===== src/rtl/dws_pkg.sv =====
package dws_pkg;

    typedef enum logic [2:0] {
        CMD_PRE  = 3'd0,
        CMD_REF  = 3'd1,
        CMD_MRS  = 3'd2,
        CMD_EMRS = 3'd3,
        CMD_SRE  = 3'd4
    } cmd_e;

    typedef enum logic [3:0] {
        ST_IDLE,
        ST_STAB,
        ST_PRE_A,
        ST_EMRS,
        ST_MRS_DLL,
        ST_PRE_B,
        ST_REF_A,
        ST_REF_B,
        ST_MRS_RUN,
        ST_READY,
        ST_SR_ENTER,
        ST_SR_HOLD,
        ST_XWAIT,
        ST_XREF
    } seq_state_e;

    localparam logic [1:0] MODE_COLD = 2'b01;

endpackage


===== src/rtl/dws_cfg_decode.sv =====
module dws_cfg_decode
    import dws_pkg::*;
(
    input  logic       clk,
    input  logic       rst_n,
    input  logic       cfg_we,
    input  logic [1:0] cfg_mode,
    input  logic       cfg_init,
    input  logic       exit_done,
    output logic       cold_go,
    output logic       warm_go,
    output logic       warm_lock
);

    // Cold start needs the cold mode code and the init bit in one write.
    assign cold_go = cfg_we && (cfg_mode == MODE_COLD) && cfg_init;

    // Warm writes count only until the first completed self-refresh exit.
    assign warm_go = cfg_we && cfg_mode[1] && !warm_lock;

    always_ff @(posedge clk or negedge rst_n) begin
        if (!rst_n) begin
            warm_lock <= 1'b0;
        end else if (exit_done) begin
            warm_lock <= 1'b1;
        end
    end

endmodule


===== src/rtl/dws_delay.sv =====
module dws_delay #(
    parameter int CNT_W = 8
) (
    input  logic             clk,
    input  logic             rst_n,
    input  logic             clear,
    input  logic [CNT_W-1:0] limit,
    output logic             expired
);

    logic [CNT_W-1:0] cnt_q;

    assign expired = (cnt_q == limit);

    always_ff @(posedge clk or negedge rst_n) begin
        if (!rst_n) begin
            cnt_q <= '0;
        end else if (clear) begin
            cnt_q <= '0;
        end else if (!expired) begin
            cnt_q <= cnt_q + 1'b1;
        end
    end

endmodule


===== src/rtl/dws_fsm.sv =====
module dws_fsm
    import dws_pkg::*;
(
    input  logic       clk,
    input  logic       rst_n,
    input  logic       cold_go,
    input  logic       warm_go,
    input  logic       sr_enter_req,
    input  logic       sr_exit_req,
    input  logic       cmd_ack,
    input  logic       expired,
    output logic       cke,
    output logic       cmd_valid,
    output logic [2:0] cmd_op,
    output logic       cmd_dll_rst,
    output logic       ready,
    output logic       timer_clear,
    output logic       sel_exit,
    output logic       exit_done
);

    seq_state_e state_q, state_d;

    always_ff @(posedge clk or negedge rst_n) begin
        if (!rst_n) begin
            state_q <= ST_IDLE;
        end else begin
            state_q <= state_d;
        end
    end

    always_comb begin
        state_d = state_q;
        unique case (state_q)
            ST_IDLE: begin
                if (cold_go)      state_d = ST_STAB;
                else if (warm_go) state_d = ST_XWAIT;
            end
            ST_STAB:     if (expired) state_d = ST_PRE_A;
            ST_PRE_A:    if (cmd_ack) state_d = ST_EMRS;
            ST_EMRS:     if (cmd_ack) state_d = ST_MRS_DLL;
            ST_MRS_DLL:  if (cmd_ack) state_d = ST_PRE_B;
            ST_PRE_B:    if (cmd_ack) state_d = ST_REF_A;
            ST_REF_A:    if (cmd_ack) state_d = ST_REF_B;
            ST_REF_B:    if (cmd_ack) state_d = ST_MRS_RUN;
            ST_MRS_RUN:  if (cmd_ack) state_d = ST_READY;
            ST_READY: begin
                if (cold_go)           state_d = ST_STAB;
                else if (sr_enter_req) state_d = ST_SR_ENTER;
            end
            ST_SR_ENTER: if (cmd_ack) state_d = ST_SR_HOLD;
            ST_SR_HOLD:  if (sr_exit_req || warm_go) state_d = ST_XWAIT;
            ST_XWAIT:    if (expired) state_d = ST_XREF;
            ST_XREF:     if (cmd_ack) state_d = ST_READY;
            default:     state_d = ST_IDLE;
        endcase
    end

    always_comb begin
        cke         = 1'b1;
        cmd_valid   = 1'b0;
        cmd_op      = CMD_PRE;
        cmd_dll_rst = 1'b0;
        ready       = 1'b0;
        timer_clear = 1'b1;
        sel_exit    = 1'b0;
        exit_done   = 1'b0;
        unique case (state_q)
            ST_IDLE:    cke = 1'b0;
            ST_STAB: begin
                cke         = 1'b0;
                timer_clear = 1'b0;
            end
            ST_PRE_A, ST_PRE_B: begin
                cmd_valid = 1'b1;
                cmd_op    = CMD_PRE;
            end
            ST_EMRS: begin
                cmd_valid = 1'b1;
                cmd_op    = CMD_EMRS;
            end
            ST_MRS_DLL: begin
                cmd_valid   = 1'b1;
                cmd_op      = CMD_MRS;
                cmd_dll_rst = 1'b1;
            end
            ST_REF_A, ST_REF_B: begin
                cmd_valid = 1'b1;
                cmd_op    = CMD_REF;
            end
            ST_MRS_RUN: begin
                cmd_valid = 1'b1;
                cmd_op    = CMD_MRS;
            end
            ST_READY:   ready = 1'b1;
            ST_SR_ENTER: begin
                cmd_valid = 1'b1;
                cmd_op    = CMD_SRE;
            end
            ST_SR_HOLD: cke = 1'b0;
            ST_XWAIT: begin
                timer_clear = 1'b0;
                sel_exit    = 1'b1;
            end
            ST_XREF: begin
                cmd_valid = 1'b1;
                cmd_op    = CMD_REF;
                exit_done = cmd_ack;
            end
            default:    cke = 1'b0;
        endcase
    end

endmodule


===== src/rtl/dram_wake_seq.sv =====
module dram_wake_seq
    import dws_pkg::*;
#(
    parameter int CNT_W = 8
) (
    input  logic             clk,
    input  logic             rst_n,
    input  logic             cfg_we,
    input  logic [1:0]       cfg_mode,
    input  logic             cfg_init,
    input  logic [CNT_W-1:0] stab_cycles,
    input  logic [CNT_W-1:0] exit_cycles,
    input  logic             sr_enter_req,
    input  logic             sr_exit_req,
    input  logic             cmd_ack,
    output logic             cke,
    output logic             cmd_valid,
    output logic [2:0]       cmd_op,
    output logic             cmd_dll_rst,
    output logic             ready
);

    logic cold_go, warm_go, warm_lock;
    logic expired, timer_clear, sel_exit, exit_done;
    logic [CNT_W-1:0] limit;

    assign limit = sel_exit ? exit_cycles : stab_cycles;

    dws_cfg_decode u_cfg (
        .clk       (clk),
        .rst_n     (rst_n),
        .cfg_we    (cfg_we),
        .cfg_mode  (cfg_mode),
        .cfg_init  (cfg_init),
        .exit_done (exit_done),
        .cold_go   (cold_go),
        .warm_go   (warm_go),
        .warm_lock (warm_lock)
    );

    dws_delay #(.CNT_W(CNT_W)) u_delay (
        .clk     (clk),
        .rst_n   (rst_n),
        .clear   (timer_clear),
        .limit   (limit),
        .expired (expired)
    );

    dws_fsm u_fsm (
        .clk          (clk),
        .rst_n        (rst_n),
        .cold_go      (cold_go),
        .warm_go      (warm_go),
        .sr_enter_req (sr_enter_req),
        .sr_exit_req  (sr_exit_req),
        .cmd_ack      (cmd_ack),
        .expired      (expired),
        .cke          (cke),
        .cmd_valid    (cmd_valid),
        .cmd_op       (cmd_op),
        .cmd_dll_rst  (cmd_dll_rst),
        .ready        (ready),
        .timer_clear  (timer_clear),
        .sel_exit     (sel_exit),
        .exit_done    (exit_done)
    );

endmodule


===== config.mk =====
export PLATFORM = sky130hd
export DESIGN_NAME = dram_wake_seq
export DESIGN_NICKNAME = d
export VERILOG_FILES = /design/src/rtl/dws_pkg.sv /design/src/rtl/dws_cfg_decode.sv /design/src/rtl/dws_delay.sv /design/src/rtl/dws_fsm.sv /design/src/rtl/dram_wake_seq.sv
export SDC_FILE = /design/constraint.sdc
export NUM_CORES = 1
export LEC_CHECK = 0
export ABC_AREA = 0
export BUFFER_PORTS_ARGS = -buffer_cell sky130_fd_sc_hd__buf_2
export CORE_UTILIZATION = 52
export CTS_CLUSTER_SIZE = 28
export DETAILED_ROUTE_END_ITERATION = 12
export PLACE_DENSITY = 0.88
export SLEW_MARGIN = 20
export SYNTH_ARGS = -nofsm -noshare
export SYNTH_HDL_FRONTEND = slang
export SYNTH_SLANG_ARGS = --single-unit

===== constraint.sdc =====
create_clock -name clk -period 2.4 [get_ports clk]
set_input_delay 0.24 -clock clk [delete_from_list [all_inputs] [get_ports clk]]
set_output_delay 0.24 -clock clk [all_outputs]
set_load 0.005 [all_outputs]

==> impl_metrics.py <==
metrics = {
    "global_routing": {
        "grt_pass1_vias": 1141,
        "gr-total-overflow": 0,
        "grt_first_pass_wirelength_um": 5250,
        "antenna_found_initial": 0,
        "grt_max_degree": 17,
        "grtUsageTotal_pct": 27.4,
    },
    "timing": {
        "clock_skew_ns": 0.00154,
        "fin_crit_ns": 2.29,
        "final_max_slew_viol_count": 0,
        "rsz0062_at_grt": "no",
        "slew_headroom_pct": 65.5,
        "fmax_mhz": 437,
        "fin_setup_tns_ns": 0,
        "finalSetupViolations": 0,
        "hold_viol": 0,
        "worst_pin_slew_ns": 0.513,
        "fin_crit_sh_pct": 95.3,
    },
    "routing": {
        "via_count": 1233,
        "dr.pass1.iters": 4,
        "routed_via_density": 6.07,
        "post-route-drc-count": 0,
        "drt_iter0_markers": 51,
        "wl_per_cell_um": 15.1,
        "finalWirelength_um": 3070,
        "antenna_left": 0,
    },
    "pwr": {
        "intPower_w": 0.000728,
        "p_total_w": 0.00136,
        "power_leakage_nw": 0.606,
        "p_sw_share_pct": 46.7,
        "p_clk_share_pct": 9.7,
        "power_density_nw_per_um2": 971,
        "p_switching_w": 0.000637,
        "comb_power_share_pct": 67.7,
        "p_seq_share_pct": 22.5,
        "ir_worst_vdd_mv": 0.767,
    },
    "synth": {
        "synth_fp_nets": 166,
        "yosysTopAreaCellShare_pct": 27.8,
        "syn_inst": 140,
        "yosysUniqueCellTypes": 43,
        "syn_area_per_cell_um2": 8.35,
        "ys_top_cells_by_area": "dfrtp_1 28%, xnor2_1 5.2%, a21oi_1 5.1%",
        "yosys_register_bits": 13,
        "ys_warn_count": 0,
        "synthArstFlopShare_pct": 100,
        "seq_area_frac_synth_pct": 27.8,
        "ys.flop_type": "dfrtp_1",
        "syn-cell-area_um2": 1170,
        "yosysTopAreaCell": "dfrtp_1",
        "synth-edff-count": 0,
    },
    "placed_design": {
        "io_buffers": 31,
        "place_inst": 198,
        "placed_cell_area_um2": 1370,
        "dp_hpwl_um": 2330,
        "place_congestion": 1.00,
    },
    "clock_network": {
        "cts_buffer_depth": 2,
        "numCtsBuffers": 3,
        "postCtsHoldBufs": 1,
        "cts_setup_buffers": 0,
        "cts_max_level": 1,
        "clock_latency_ns": 0.26,
        "cts_root_buf": "clkbuf_4",
        "clkSlewWorstSetupHoldPaths_ns": 0.08,
        "cts_resized": 0,
        "cts_tree": "yes",
        "cts.sink_count": 13,
    },
    "setup_path": {
        "required_ns": 2.59,
        "worstPathMaxFanout": 16,
        "reg2reg_setup_slack_ns": 0.11,
        "critical_path.max_stage_delay_ns": 0.51,
        "critPathSlowestCell": "or4_1",
        "worstPathArrival_ns": 2.48,
        "endpoint_kind": "flip-flop",
        "cp_cell_sequence": "and4bb_1, nor2_1, a32oi_1, a211oi_4, buf_4, or4_1, a21oi_1",
        "start_kind": "flip-flop",
        "worstSetupPathType": "flip-flop to flip-flop",
    },
    "layout": {
        "final_util_pct": 68.8,
        "final_common_cell": "buf_2",
        "design_area_um2": 1410,
        "num-nets-final": 203,
        "drive_gt1_share_pct": 27.3,
        "syn2layout_area_growth_pct": 20.2,
        "n_antenna_cell": 0,
        "fin_cells": 203,
        "final_cell_mix": "31 x buf_2, 13 x dfrtp_1, 12 x inv_1, 12 x a21oi_1, 11 x nor2_1",
    },
    "die": {
        "io_pins": 32,
        "die-width_um": 49.4,
        "rows": 16,
        "start_util_pct": 57.2,
        "die_h_um": 49.4,
        "dieArea_um2": 2440,
        "core_area_um2": 2040,
    },
    "outcome": {
        "status": "finished, final reports clean",
    },
    "hold_path": {
        "hold_class": "input pin to flip-flop",
    },
    "job": {
        "max_cap_violations": 0,
    },
}
worst max-delay path: cells and delay by family (launching register included):
family | cells | cell delay, ns
AO/OA/AOI/OAI | 3 | 0.54
buffers and inverters | 1 | 0.20
AND/OR/NAND/NOR | 3 | 1.00
flip-flops | 1 | 0.47
sequential cells by signal, summed over array words and instances, names as in the netlist:
name	flops
u_delay.cnt_q	8
u_fsm.state_q	4
u_cfg.warm_lock	1
power by group through the flow:
stage | Combinational, W | Sequential, W | Clock, W
after floorplan | 0.000642 | 0.000305 | 0
after global placement | 0.000874 | 0.000305 | 0
after detailed placement | 0.000905 | 0.000309 | 0
after CTS | 0.000914 | 0.000305 | 0.000133
after global routing | 0.00101 | 0.000314 | 0.000142
final | 0.000924 | 0.000307 | 0.000133
cell families (layout without fill, tap and decap cells):
kind of cell,after synthesis,in the layout,share of synthesized area (%)
simple gates,48,48,22.8
buf+inv,19,55,7.39
fa+ha+maj,1,1,1.07
flops,13,13,27.8
xor+xnor,11,11,8.24
mux,3,3,2.57
compound gates,45,45,30.1
Yosys cell counts, types with 2 or more instances:
| cell type | instances |
|---|---|
| o221ai_1 | 2 |
| or4_1 | 5 |
| dfrtp_1 | 13 |
| nand2_1 | 9 |
| nand4_1 | 2 |
| o31ai_1 | 7 |
| clkbuf_1 | 5 |
| nor3_1 | 3 |
| nor2_1 | 11 |
| o22ai_1 | 3 |
| o21ai_0 | 2 |
| nand2b_1 | 5 |
| or2_2 | 2 |
| xor2_1 | 4 |
| a21oi_1 | 12 |
| inv_1 | 12 |
| xnor2_1 | 7 |
| nand3_1 | 5 |
| buf_6 | 2 |
| o21ai_1 | 3 |
| mux2i_1 | 3 |
| a211o_1 | 2 |
per-stage QoR:
stage	hold slack [ns]	setup WS, ns
2_1_floorplan	-0.0556	0.278
3_3_place_gp	0.144	0.267
3_5_place_dp	0.145	0.183
4_1_cts	0.295	0.152
5_1_grt	0.331	0.00510
6_report	0.293	0.114
layout make-up:
| class | count | area, um^2 |
|---|---|---|
| repair buffers | 39 | 218 |
| flip-flops and latches | 13 | 325 |
| fillers | 163 | 637 |
| inverters | 12 | 45.0 |
| well taps | 27 | 33.8 |
| multi-input cells | 108 | 757 |
| clock buffers | 4 | 26.3 |
layer usage:
layer / global-route usage (%) / part of all wire, % / vias to the layer above
met5: 0 / 0 / -
met4: 7.14 / 0.85 / 0
met3: 2.49 / 6.1 / 4
met2: 47.0 / 49 / 55
met1: 36.6 / 44 / 581
li1: - / - / 593
worst paths after layout:
kind | cells after the start | endpoint | from
worst max-delay path | 7 | u_delay.cnt_q[5]$_DFFE_PN0P_ | u_fsm.state_q[2]$_DFFE_PN0P_
worst min-delay path | 3 | u_cfg.warm_lock$_DFFE_PN0P_ | cmd_ack
worst max register to register | 7 | u_delay.cnt_q[5]$_DFFE_PN0P_ | u_fsm.state_q[2]$_DFFE_PN0P_
worst min register to register | 2 | u_cfg.warm_lock$_DFFE_PN0P_ | u_cfg.warm_lock$_DFFE_PN0P_
max in group asynchronous | 2 | u_delay.cnt_q[7]$_DFFE_PN0P_ | rst_n
min in group asynchronous | 2 | u_fsm.state_q[2]$_DFFE_PN0P_ | rst_n
(Power assumes the default switching activity.)
